===== src/rtl/pwr_slot_seq.sv =====
module pwr_slot_seq #(
  parameter int NCH      = 6,
  parameter int NSLOT    = 6,
  parameter int SW       = 3,
  parameter int CW       = 4,
  parameter int TICK_DIV = 16000,
  parameter int PG_TO    = 1250
) (
  input  logic              clk,
  input  logic              rst_n,
  input  logic              hw_en,
  input  logic              sw_en,
  input  logic              rev_down,
  input  logic [NCH*SW-1:0] slot_map,
  input  logic [NSLOT*CW-1:0] dly_code,
  input  logic [NCH-1:0]    pgood,
  input  logic              fault_req,
  output logic [NCH-1:0]    en_out,
  output logic              seq_done,
  output logic              seq_fault,
  output logic [3:0]        seq_state
);
  localparam int PW = (TICK_DIV > 1) ? $clog2(TICK_DIV) : 1;
  localparam int TW = 17;

  typedef enum logic [3:0] {S_IDLE = 4'd0, S_UPD = 4'd1, S_UPG = 4'd2, S_MON = 4'd3, S_DND = 4'd4} st_t;

  st_t st, nst;
  logic [SW-1:0] slot, nslot;
  logic [NCH-1:0] nen, smask;
  logic [PW-1:0] pre;
  logic [TW-1:0] tcnt;
  logic fset;

  wire req  = hw_en & sw_en;
  wire tick = (pre == PW'(TICK_DIV - 1));

  for (genvar i = 0; i < NCH; i++) begin : g_mask
    assign smask[i] = (slot_map[i*SW +: SW] == slot);
  end

  wire [CW-1:0] code    = dly_code[(int'(slot) - 1)*CW +: CW];
  wire [TW-1:0] dly_lim = (TW'(1) << code) - TW'(1);
  wire dly_end = tick && (tcnt == dly_lim);
  wire pg_ok   = &(pgood | ~smask);
  wire pg_to   = (st == S_UPG) && !pg_ok && tick && (tcnt == TW'(PG_TO - 1));
  wire abort   = !req || fault_req || pg_to;
  wire restart = (nst != st) || (nslot != slot);

  always_comb begin
    nst   = st;
    nslot = slot;
    nen   = en_out;
    fset  = fault_req | pg_to;
    case (st)
      S_IDLE: if (req && !seq_fault && !fault_req) begin
        nst   = S_UPD;
        nslot = SW'(1);
      end
      S_UPD, S_UPG, S_MON: begin
        if (abort) begin
          if (rev_down) nst = S_DND;
          else begin
            nst = S_IDLE;
            nen = '0;
          end
        end else if (st == S_UPD) begin
          if (dly_end) begin
            nst = S_UPG;
            nen = en_out | smask;
          end
        end else if (st == S_UPG && pg_ok) begin
          if (slot == SW'(NSLOT)) nst = S_MON;
          else begin
            nst   = S_UPD;
            nslot = slot + SW'(1);
          end
        end
      end
      S_DND: if (dly_end) begin
        nen = en_out & ~smask;
        if (slot == SW'(1)) nst = S_IDLE;
        else nslot = slot - SW'(1);
      end
      default: nst = S_IDLE;
    endcase
  end

  always_ff @(posedge clk or negedge rst_n) begin
    if (!rst_n) begin
      st        <= S_IDLE;
      slot      <= SW'(1);
      en_out    <= '0;
      seq_fault <= 1'b0;
      pre       <= '0;
      tcnt      <= '0;
    end else begin
      st        <= nst;
      slot      <= nslot;
      en_out    <= nen;
      seq_fault <= fset | (seq_fault & !(st == S_IDLE && !req));
      if (restart) begin
        pre  <= '0;
        tcnt <= '0;
      end else if (tick) begin
        pre  <= '0;
        tcnt <= tcnt + TW'(1);
      end else begin
        pre  <= pre + PW'(1);
      end
    end
  end

  assign seq_done  = (st == S_MON);
  assign seq_state = st;
endmodule



===== config.mk =====
export PLATFORM = sky130hd
export DESIGN_NAME = pwr_slot_seq
export DESIGN_NICKNAME = d
export VERILOG_FILES = /design/src/rtl/pwr_slot_seq.sv
export SDC_FILE = /design/constraint.sdc
export NUM_CORES = 1
export LEC_CHECK = 0
export BUFFER_PORTS_ARGS = -buffer_cell sky130_fd_sc_hd__buf_2
export CAP_MARGIN = 20
export CORE_MARGIN = 5
export CORE_UTILIZATION = 45
export CTS_BUF_LIST = sky130_fd_sc_hd__clkbuf_8
export CTS_CLUSTER_DIAMETER = 150
export DETAILED_ROUTE_END_ITERATION = 10
export GPL_TIMING_DRIVEN = 1
export PLACE_DENSITY_LB_ADDON = 0.08
export SYNTH_ARGS = -nofsm -noshare
export SYNTH_HDL_FRONTEND = slang
export SYNTH_SLANG_ARGS = --single-unit

===== constraint.sdc =====
create_clock -name clk -period 5.4 [get_ports clk]
set_input_delay 1.62 -clock clk [delete_from_list [all_inputs] [get_ports clk]]
set_output_delay 1.62 -clock clk [all_outputs]
set_load 0.05 [all_outputs]

==> impl_results.md, run 1 <==
* Status: completed
* Post-layout net count at 564
* Largest net degree at the start of global routing at 46
* Launching point of the worst reg2reg path: slot[0]
* Root buffer cell: clkbuf_8
* Rel. slew slack at 51.17%
* Critical path startpoint category: input pin
* Final instance area at 0.004223 sq mm
* WP data required at 5.56 ns
* DR iter-0 viols at 275
* Area delta synth->final at 14.80%
* Clock Sinks at 45
* Postcts setup bufs at 0
* Pre-CTS setup slack at 0.3726 ns
* RR Endpoint: tcnt[1]
* Least-Margin Pin Slew at 0.7324 ns
* Power per cell area at 425.7 mW/mm^2
* Hold Buf Count CTS at 0
* Initial antenna violation count at 0
* Num ports at 66
* Resized Gates After CTS at 0
* Via/cell ratio at 5.714
* Critical Path End Type: register
* Final Hold Viols at 0
* Minimum clock period at 4.731 ns
* Placeable Area at 0.008093 sq mm
* Pleak at 1.758 nW
* Starting Density at 45.45%
* Period utilization at 87.61%
* Yosys Warn Count at 0
* Wire per inst at 15.38 microns
* R2R depth at 18
* Pwr Total at 1.798 mW
* TNS Setup at 0 ns
* Htree depth at 2
* Final worst slack at 0.6691 ns
* Peak supply drop at 0.2020 mV
* Vias in the first global route at 3334
* Grt ovf at 0
* Min-Delay Endpoint: pre[0]
* Worst-Skew Late Latency at 0.30 ns
* Final setup vio count at 0
* Skew final at 0.02228 ns
* Chip Width at 100.4 microns
* # port buffers at 65
* Hpwl dp at 6973 microns
* Crit path arrival time at 4.89 ns
* Rows at 33
* Die height at 100.4 microns
* Clock tree buffer depth at 2
* DP Area at 0.004090 sq mm
* Min-Delay Path Depth at 1
* CTS buffer count at 5
* Hold_sp: pre[0]
* DR vias at 3474
* # Max-Cap Violations at 0
* Drt first pass iters at 5
* Sequential area share after synthesis at 30.65%
* Global-route wire length before repair at 16130 microns
* Total global-route track usage at 19.19%
* Reg2Reg Setup Slack at 0.72 ns
* Finished Layout Cells at 608
* Syn_area_per_cell at 8.229 sq um
* Yosys cell types at 63
* Crit Path Category: in -> reg
* Syn Nets at 509
* N_diodes at 0
* Total wire length at 9350 microns
* Mapped Cells at 447
* Die Area at 0.01008 sq mm
* Share of layout cells above drive strength 1 at 19.88%
* Post-synthesis async set-or-reset flop share at 100.0%
* CP Max Fanout at 17
* Most used DFF post-synth: dfrtp_1
* Post-synth EDFFs at 0
* Hold Path Class: reg -> reg
* RSZ-0062 raised after global routing: false
* Routed Antenna Nets at 0
* Clock transition at the registers of the reported paths at 0.10 ns
* Fmax at 0.2114 GHz
* Dpl cells at 599
* Syn Std Cell Area at 0.003679 sq mm
* Drc violations at 0
* Flop and latch count out of synthesis at 45
* TritonCTS clock tree: yes
* Gpl congestion at 0.9197
* Fin. max-slew vios at 0
## state kept, by name (all words and copies together), names as in the netlist
name	count
pre	14
seq_state	4
slot	3
seq_fault	1
en_out	6
tcnt	17
## cells in the mapped netlist, types with 3 or more instances
master / n / area [sq um]
nor3_1: 11 / 55.05
clkbuf_1: 18 / 67.56
inv_1: 15 / 56.30
a21oi_1: 10 / 50.05
nor2b_1: 5 / 31.28
a211oi_1: 8 / 60.06
o221ai_2: 6 / 90.09
nand2_1: 28 / 105.1
mux2i_1: 5 / 50.05
and4_1: 3 / 26.28
xnor2_1: 35 / 306.5
and3_1: 12 / 75.07
o22ai_1: 6 / 37.54
dfrtp_1: 44 / 1101
ha_1: 8 / 100.1
or2_2: 3 / 18.77
and2_1: 3 / 18.77
a21o_1: 3 / 22.52
nand3_1: 32 / 160.2
o21ai_0: 13 / 65.06
nor4_1: 14 / 87.58
nand2b_1: 3 / 18.77
o32a_1: 3 / 30.03
a22oi_1: 4 / 30.03
buf_2: 9 / 45.04
xor2_1: 22 / 192.7
o211ai_1: 5 / 37.54
nor2_1: 54 / 202.7
nand4_1: 18 / 112.6
## layout make-up
class                           instances  area, sq um
Timing Repair Buffer                   77        427.9
Multi-Input combinational cell        356         2360
Fill cell                             790         3870
Inverter                               17        63.81
Clock inverter                          3        43.79
Sequential cell                        45         1127
Clock buffer                            5        68.82
Tap cell                              105        131.4
## cells in the final DEF (no fill, tap or decap), drive strengths merged, types with 8 or more instances in the layout
master,count
buf,77
nor2,54
dfrtp,44
xnor2,36
nand3,32
nand2,28
xor2,22
nand4,18
inv,17
o21ai,15
nor4,14
and3,12
nor3,11
a21oi,10
a211oi,9
ha,8
## routing by layer
metal / vias up / wire length, microns / track usage [%]
met5: - / 0 / 0
met4: 0 / 150 / 4.870
met3: 9 / 793 / 3.405
met2: 137 / 4050 / 29.56
met1: 1597 / 4356 / 27.84
li1: 1731 / - / -
## worst max path at each step
stage	start	endpoint	slack (ns)
after floorplan	dly_code[22]	en_out[0]	0.61
after global placement	dly_code[23]	en_out[1]	0.42
after detailed placement	dly_code[23]	en_out[3]	0.37
after CTS	dly_code[23]	tcnt[1]	0.68
after global routing	slot[1]	tcnt[1]	0.26
final	dly_code[23]	tcnt[1]	0.67
## kinds of logic after synthesis
| logic type | share of synthesized area, % |
|---|---|
| AO/OA/AOI/OAI | 18.20 |
| XOR/XNOR | 14.01 |
| adder cells (fa/ha/maj) | 2.993 |
| buffers and inverters | 5.203 |
| flip-flops | 30.65 |
| multiplexers | 1.361 |
| other | 0.1019 |
| AND/OR/NAND/NOR | 27.48 |
## critical path, stage by stage
cell and delay [ns]:
buf_2 0.08, o21ai_1 0.05, a22oi_1 0.31, nand3_1 0.32, nand4_1 0.23, ha_1 0.26
clkinv_1 0.27, nand4_1 0.25, nor4_1 0.07, a211oi_1 0.30, xnor2_1 0.13, a211oi_2 0.16
nand4_1 0.19, buf_4 0.24, o21bai_2 0.13, buf_4 0.22, a211oi_1 0.07
## through the flow
stage | hold WS (ns) | utilization, %
after detailed placement | 0.5008 | 50.54
after global routing | 0.5615 | 52.18
final | 0.5096 | 52.18
after global placement | 0.5022 | 50.54
after floorplan | 0.4690 | -
after CTS | 0.5149 | 51.93
## report_power, final
part           internal, mW  leakage [nW]  switching (mW)
Clock                 0.139        0.0585           0.125
Combinational         0.445          1.10           0.705
Sequential            0.358         0.603          0.0247
No activity file was read; power rests on OpenSTA's default activity.
==> run 2: changes to the inputs <==
==> constraint.sdc (replaced) <==
create_clock -name clk -period 4.3 [get_ports clk]
set_input_delay 1.29 -clock clk [delete_from_list [all_inputs] [get_ports clk]]
set_output_delay 1.29 -clock clk [all_outputs]
set_load 0.05 [all_outputs]
==> run 2 against run 1 <==
Compared with the run above:
- non-clock buffer count increased by 12
- sequential power increased by 24%
- setup slack got worse by 0.48 ns
- clock power increased by 24%
- flip-flop and latch count unchanged
- core utilization increased by 1.6 points
- final cell count increased by 2.0%
- routed wire length increased by 4.7%
- first-iteration DRC count decreased by 33%
- critical path depth increased by 1
- design area increased by 3.0%
- sequential share of layout area decreased by 0.78 points
- critical path type is now reg -> reg
- highest routed layer unchanged
==> impl_results.md, run 2 (same netlist as run 1, synthesis figures left out) <==
* Clock transition at the registers of the reported paths at 0.09 ns (about the same)
* Max reg flops at 17 (unchanged)
* Area delta synth->final at 18.27%
* Grt ovf at 0 (unchanged)
* Final Hold Viols at 0 (unchanged)
* CTS buffer count at 5 (unchanged)
* Largest regs: tcnt (17), pre (14), en_out (6)
* Hold slack at 0.5173 ns (+0.007742 ns)
* Die height at 100.4 microns (unchanged)
* Drc violations at 0 (unchanged)
* Critical path depth in cells at 18 (+1)
* Crit path arrival time at 4.29 ns (-0.60 ns)
* DR vias at 3543 (+2.0%)
* Critical path startpoint category: register
* Num ports at 66 (unchanged)
* Met1 Resource Use GR at 26.93% (-0.91 points)
* Rel. slew slack at 56.85% (+5.7 points)
* Largest net degree at the start of global routing at 46 (unchanged)
* # port buffers at 65 (unchanged)
* Root buffer cell: clkbuf_8
* CP bufs+invs at 4 (unchanged)
* Placeable Area at 0.008093 sq mm (unchanged)
* DR iter-0 viols at 184 (-33%)
* # Max-Cap Violations at 0 (unchanged)
* Clock Sinks at 45 (unchanged)
* Final setup vio count at 0 (unchanged)
* Most frequent cells in the layout: 65 x buf_2, 54 x nor2_1, 44 x dfrtp_1
* Met3 usage at 3.058% (-0.35 points)
* Hold_sp: pre[0]
* Hpwl dp at 7313 microns (+4.9%)
* CP Max Fanout at 17 (unchanged)
* Die Area at 0.01008 sq mm (unchanged)
* Routed Antenna Nets at 0 (unchanged)
* Least-Margin Pin Slew at 0.6449 ns (-0.08755 ns)
* Initial antenna violation count at 0 (unchanged)
* Fin. max-slew vios at 0 (unchanged)
* Vias in the first global route at 3596 (+7.9%)
* Rows at 33 (unchanged)
* Total wire length at 9793 microns (+4.7%)
* Peak supply drop at 0.2255 mV (+12%)
* Power per cell area at 560.9 mW/mm^2 (+32%)
* Post-layout util at 53.76% (+1.6 points)
* Global-route wire length before repair at 16740 microns (+3.8%)
* N_diodes at 0 (unchanged)
* RR Endpoint: tcnt[1]
* Skew final at 0.02274 ns (+0.0004674 ns)
* Largest Register: tcnt
* Critical Path End Type: register
* Crit Path Category: reg -> reg
* Total global-route track usage at 20.11% (+0.92 points)
* Launching point of the worst reg2reg path: slot[0]
* R2R depth at 18 (unchanged)
* Minimum clock period at 4.107 ns
* GR Util met2 at 33.33% (+3.8 points)
* Worst-Skew Late Latency at 0.31 ns (about the same)
* WP data required at 4.48 ns (-1.08 ns)
* Period utilization at 95.52%
* Reg2Reg Setup Slack at 0.19 ns (-0.53 ns)
* Drt first pass iters at 4 (-1)
* CP peak stage delay at 0.54 ns (+0.22 ns)
* Fmax at 0.2435 GHz
* Share of layout cells above drive strength 1 at 22.72% (+2.8 points)
* Top Family by Delay on Critical Path: simple AND/OR/NAND/NOR gates
* Wire per inst at 15.80 microns (+2.7%)
* CP startpoint: slot[0]
* Gpl congestion at 0.8919 (-3.0%)
* Commonest non-fill, non-tap cell in the layout: buf_2
* Min-Delay Path Depth at 1 (unchanged)
* Slowest cell on crit path: dfstp_2
* Clock tree buffer depth at 2 (unchanged)
* Htree depth at 2 (unchanged)
* Crit-path cells: inv_2, ha_2, buf_4, nand2b_1, o32a_1, nand3_1, nand4_1, ha_2, xnor2_1, or4_1, a21oi_1, o32ai_1, a211oi_2, nand4_1, buf_6, o21bai_2, buf_12, a211oi_1
* Status: completed
* Via/cell ratio at 5.715 (about the same)
* Crit path to: tcnt[1]
* TritonCTS clock tree: yes
* Post-layout net count at 576 (+2.1%)
* Pleak at 1.828 nW (+4.0%)
* Starting Density at 45.45% (unchanged)
* Chip Width at 100.4 microns (unchanged)
* Busiest grt layer: met2
* Hold Path Class: reg -> reg
run 2: area by class of cell:
| cell class | instances | area (sq um) |
|---|---|---|
| inverter | 17 | 65.06 |
| fill | 797 | 3742 |
| multi-input combinational | 356 | 2381 |
| timing repair buffer | 89 | 534.3 |
| clock inverter | 3 | 42.54 |
| sequential | 45 | 1127 |
| clock buffer | 5 | 68.82 |
| tap | 105 | 131.4 |
run 2: metal layers:
layer | vias up | part of all wire (%)
met2 | 116 | 47
met5 | - | 0
li1 | 1755 | -
met3 | 8 | 6.3
met1 | 1664 | 46
met4 | 0 | 1.1
run 2: how the worst min path moves through the flow:
stage                        end  slack, ns
after floorplan           pre[0]       0.47
after global placement    pre[0]       0.50
after detailed placement  pre[0]       0.51
after CTS                 pre[0]       0.52
after global routing      pre[0]       0.54
final                     pre[0]       0.52
run 2: what timing repair did:
item                                    4_1_cts  5_1_grt
hold buffers                                  0        0
buffers inserted                              0        1
endpoints found under the setup margin        0       29
resized for setup                             0        4
run 2: power breakdown:
group | leakage (nW) | internal, mW | switching, mW
Clock | 0.0595 | 0.172 | 0.156
Combinational | 1.17 | 0.683 | 0.955
Sequential | 0.603 | 0.450 | 0.0243
run 2: metrics by stage:
step           setup slack [ns]  power [mW]  instance area (sq um)  std cells  setup TNS [ns]
2_1_floorplan          0.008538       1.613                   3697        447               0
3_3_place_gp           -0.04305       2.055                   4198        610         -0.2612
3_5_place_dp            -0.1249       2.071                   4198        610          -1.903
4_1_cts                0.006503       2.412                   4309        618               0
5_1_grt                -0.04102       2.624                   4350        620        -0.09600
6_report                 0.1926       2.440                   4350        620               0
==> run 3: changes to the inputs <==
--- a/config.mk
+++ b/config.mk
@@ -5,8 +5,10 @@
 export SDC_FILE = /design/constraint.sdc
 export NUM_CORES = 1
 export LEC_CHECK = 0
-export BUFFER_PORTS_ARGS = -buffer_cell sky130_fd_sc_hd__buf_2
+export ABC_AREA = 1
+export BUFFER_PORTS_ARGS = -buffer_cell sky130_fd_sc_hd__buf_4
 export CAP_MARGIN = 20
+export CORE_ASPECT_RATIO = 0.6
 export CORE_MARGIN = 5
 export CORE_UTILIZATION = 45
 export CTS_BUF_LIST = sky130_fd_sc_hd__clkbuf_8
==> run 3 against run 2 <==
Compared with the run above:
- clock power decreased by 11%
- synthesized cell count increased by 39%
- critical endpoint is now tcnt[15]
- design area increased by 23%
- total power decreased by 32%
==> impl_results.md, run 3 <==
* Peak supply drop at 0.3162 mV (+40%)
* Chip Width at 132.5 microns (+32%)
* Num ports at 66 (unchanged)
* Post-synth EDFFs at 0 (unchanged)
* N_diodes at 0 (unchanged)
* Top cells by area, synth: dfrtp_1 27%, nand2_1 14%, nand3_1 8.6%
* Flop and latch count out of synthesis at 45 (unchanged)
* Slowest cell on crit path: ha_4
* Grt ovf at 0 (unchanged)
* Power per cell area at 311.3 mW/mm^2 (-45%)
* FF/Latch Area at 0.001127 sq mm (unchanged)
* Clock transition at the registers of the reported paths at 0.09 ns (about the same)
* Most frequent cells in the layout: 137 x nand2_1, 104 x buf_4, 80 x inv_1
* Sequential area share after synthesis at 27.83% (-2.8 points)
* Final setup vio count at 0 (unchanged)
* Min-Delay Path Depth at 2 (+1)
* Commonest non-fill, non-tap cell in the layout: nand2_1
* Post-synth top area cell: dfrtp_1
* Htree depth at 2 (unchanged)
* Mapped Cells at 623 (+39%)
* Gpl congestion at 0.9330 (+4.6%)
* WP data required at 4.55 ns (+0.07 ns)
* Fin. max-slew vios at 0 (unchanged)
* Final worst slack at 0.04991 ns (-0.1426 ns)
* Launching point of the worst reg2reg path: slot[0]
* Max reg flops at 17 (unchanged)
* Most used DFF post-synth: dfrtp_1
* Starting Density at 46.80% (+1.3 points)
* Post-layout net count at 793 (+38%)
* Synth top cells by count: 149 x nand2_1, 82 x inv_1, 72 x nor2_1, 70 x nand3_1, 44 x dfrtp_1
* Least-Margin Pin Slew at 0.9138 ns (+0.2689 ns)
* Root buffer cell: clkbuf_8
* Yosys Warn Count at 0 (unchanged)
* Pre-CTS setup slack at -0.2828 ns (-0.1579 ns)
* Total wire length at 11510 microns (+18%)
* Hold Path Class: reg -> reg
* Area delta synth->final at 32.04%
* DR iter-0 viols at 326 (+77%)
* Hpwl dp at 8752 microns (+20%)
* CP peak stage delay at 0.27 ns (-0.27 ns)
* Reg2Reg Setup Slack at 0.10 ns (-0.09 ns)
* Pwr Total at 1.665 mW (-32%)
* RR Endpoint: tcnt[15]
* Clock Sinks at 45 (unchanged)
* Share of the synthesized area in the top cell type at 27.19% (-2.7 points)
* RSZ-0062 raised after global routing: true
* Most common cell in the synthesized netlist: nand2_1
* Critical Path End Type: register
* DR vias at 4388 (+24%)
* Drt first pass iters at 5 (+1)
* Die height at 83.49 microns (-17%)
* Wire per inst at 13.64 microns (-14%)
* TritonCTS clock tree: yes
* # port buffers at 65 (unchanged)
* Post-synthesis async set-or-reset flop share at 100.0% (unchanged)
* R2R depth at 31 (+13)
* Largest Register: tcnt
* Largest regs: tcnt (17), pre (14), en_out (6)
* Rel. slew slack at 38.86% (-18 points)
* Final instance area at 0.005348 sq mm (+23%)
* Crit path arrival time at 4.50 ns (+0.21 ns)
* CTS buffer count at 5 (unchanged)
* Status: completed
* Syn Std Cell Area at 0.004050 sq mm (+10%)
* Minimum clock period at 4.250 ns (+0.1426 ns)
* Final Hold Viols at 0 (unchanged)
* Drc violations at 0 (unchanged)
* Fill cell count at 796 (-0.13%)
* Placeable Area at 0.008653 sq mm (+6.9%)
* Worst-Skew Late Latency at 0.32 ns (about the same)
* Largest net degree at the start of global routing at 46 (unchanged)
* Hold Buf Count CTS at 0 (unchanged)
* Fmax at 0.2353 GHz (-3.4%)
* Initial antenna violation count at 0 (unchanged)
* Routed Antenna Nets at 0 (unchanged)
* Clock tree buffer depth at 2 (unchanged)
* Total global-route track usage at 20.47% (+0.36 points)
* Pleak at 2.521 nW (+38%)
* Via/cell ratio at 5.199 (-9.0%)
* Crit Path Category: in -> reg
* CP bufs+invs at 3 (-1)
* Share of layout cells above drive strength 1 at 28.69% (+6.0 points)
* CP Max Fanout at 7 (-10)
* Vias in the first global route at 4022 (+12%)
* Global-route wire length before repair at 19140 microns (+14%)
* DP Area at 0.004858 sq mm (+16%)
* Yosys cell types at 39 (-38%)
* # Max-Cap Violations at 0 (unchanged)
* Min-Delay Endpoint: en_out[0]
* Syn_area_per_cell at 6.501 sq um (-21%)
* Period utilization at 98.84% (+3.3 points)
* Hold_sp: en_out[0]
* Top Family by Delay on Critical Path: simple AND/OR/NAND/NOR gates
* Die Area at 0.01106 sq mm (+9.7%)
* Skew final at 0.01589 ns (-0.006854 ns)
* Critical path startpoint category: input pin
* Syn Nets at 685 (+35%)
* Area of the multi-input gates at 0.002730 sq mm (+15%)
* Rows at 26 (-21%)
## run 3: through the flow
stage	cells	hold slack (ns)	TNS (ns)	utilization, %
after floorplan	623	0.5231	0	-
after global placement	823	0.4907	-10.16	56.15
after detailed placement	823	0.4949	-7.972	56.15
after CTS	831	0.5193	0	57.23
after global routing	844	0.5426	-5.781	61.80
final	844	0.5199	0	61.80
## run 3: kinds of logic (layout without fill, tap and decap cells)
group	count (synthesis)	after routing	share of synthesized area, %
AO/OA/AOI/OAI	48	48	6.858
XOR/XNOR	39	39	8.434
adder cells (fa/ha/maj)	8	8	2.472
buffers and inverters	98	207	10.32
flip-flops	45	45	27.83
multiplexers	2	2	0.4943
other	1	1	0.09259
AND/OR/NAND/NOR	382	382	43.50
## run 3: report_power, final
part	internal (mW)	switching [mW]	total [mW]	leakage (nW)
registers	0.432	0.00671	0.438	0.615
logic	0.392	0.543	0.935	1.86
clock network	0.118	0.173	0.291	0.0447
## run 3: layout make-up
class	instances	area share [%]
clock buffers	5	1.287
clock inverters	3	0.4679
inverters	86	6.083
multi-input cells	480	51.05
flip-flops and latches	45	21.08
well taps	112	2.620
repair buffers	113	17.41
## run 3: worst min-delay path: cells and delay by family (launching register included)
family / cells / cell delay (ns)
simple gates: 1 / 0.06
flops: 1 / 0.38
compound gates: 1 / 0.05
## run 3: worst max path at each step
stage	slack, ns	from	depth (start not counted)	endpoint
finish	0.05	dly_code[11]	29	tcnt[15]
global route	-0.22	dly_code[11]	29	tcnt[15]
CTS	0.01	slot[0]	30	pre[6]
detailed placement	-0.28	dly_code[8]	28	pre[1]
global placement	-0.35	dly_code[10]	28	pre[4]
floorplan	0.12	dly_code[10]	28	pre[11]
## run 3: timing repair
| item | 4_1_cts | 5_1_grt |
|---|---|---|
| endpoints found under the setup margin | 0 | 38 |
| gates resized for setup | 0 | 66 |
| setup buffers | 0 | 10 |
## run 3: metal layers
layer	vias up	global-route usage [%]	part of all wire [%]
li1	2195	-	-
met3	7	4.337	6.9
met5	-	0	0
met4	0	3.208	0.55
met1	2050	31.16	50
met2	136	30.08	42
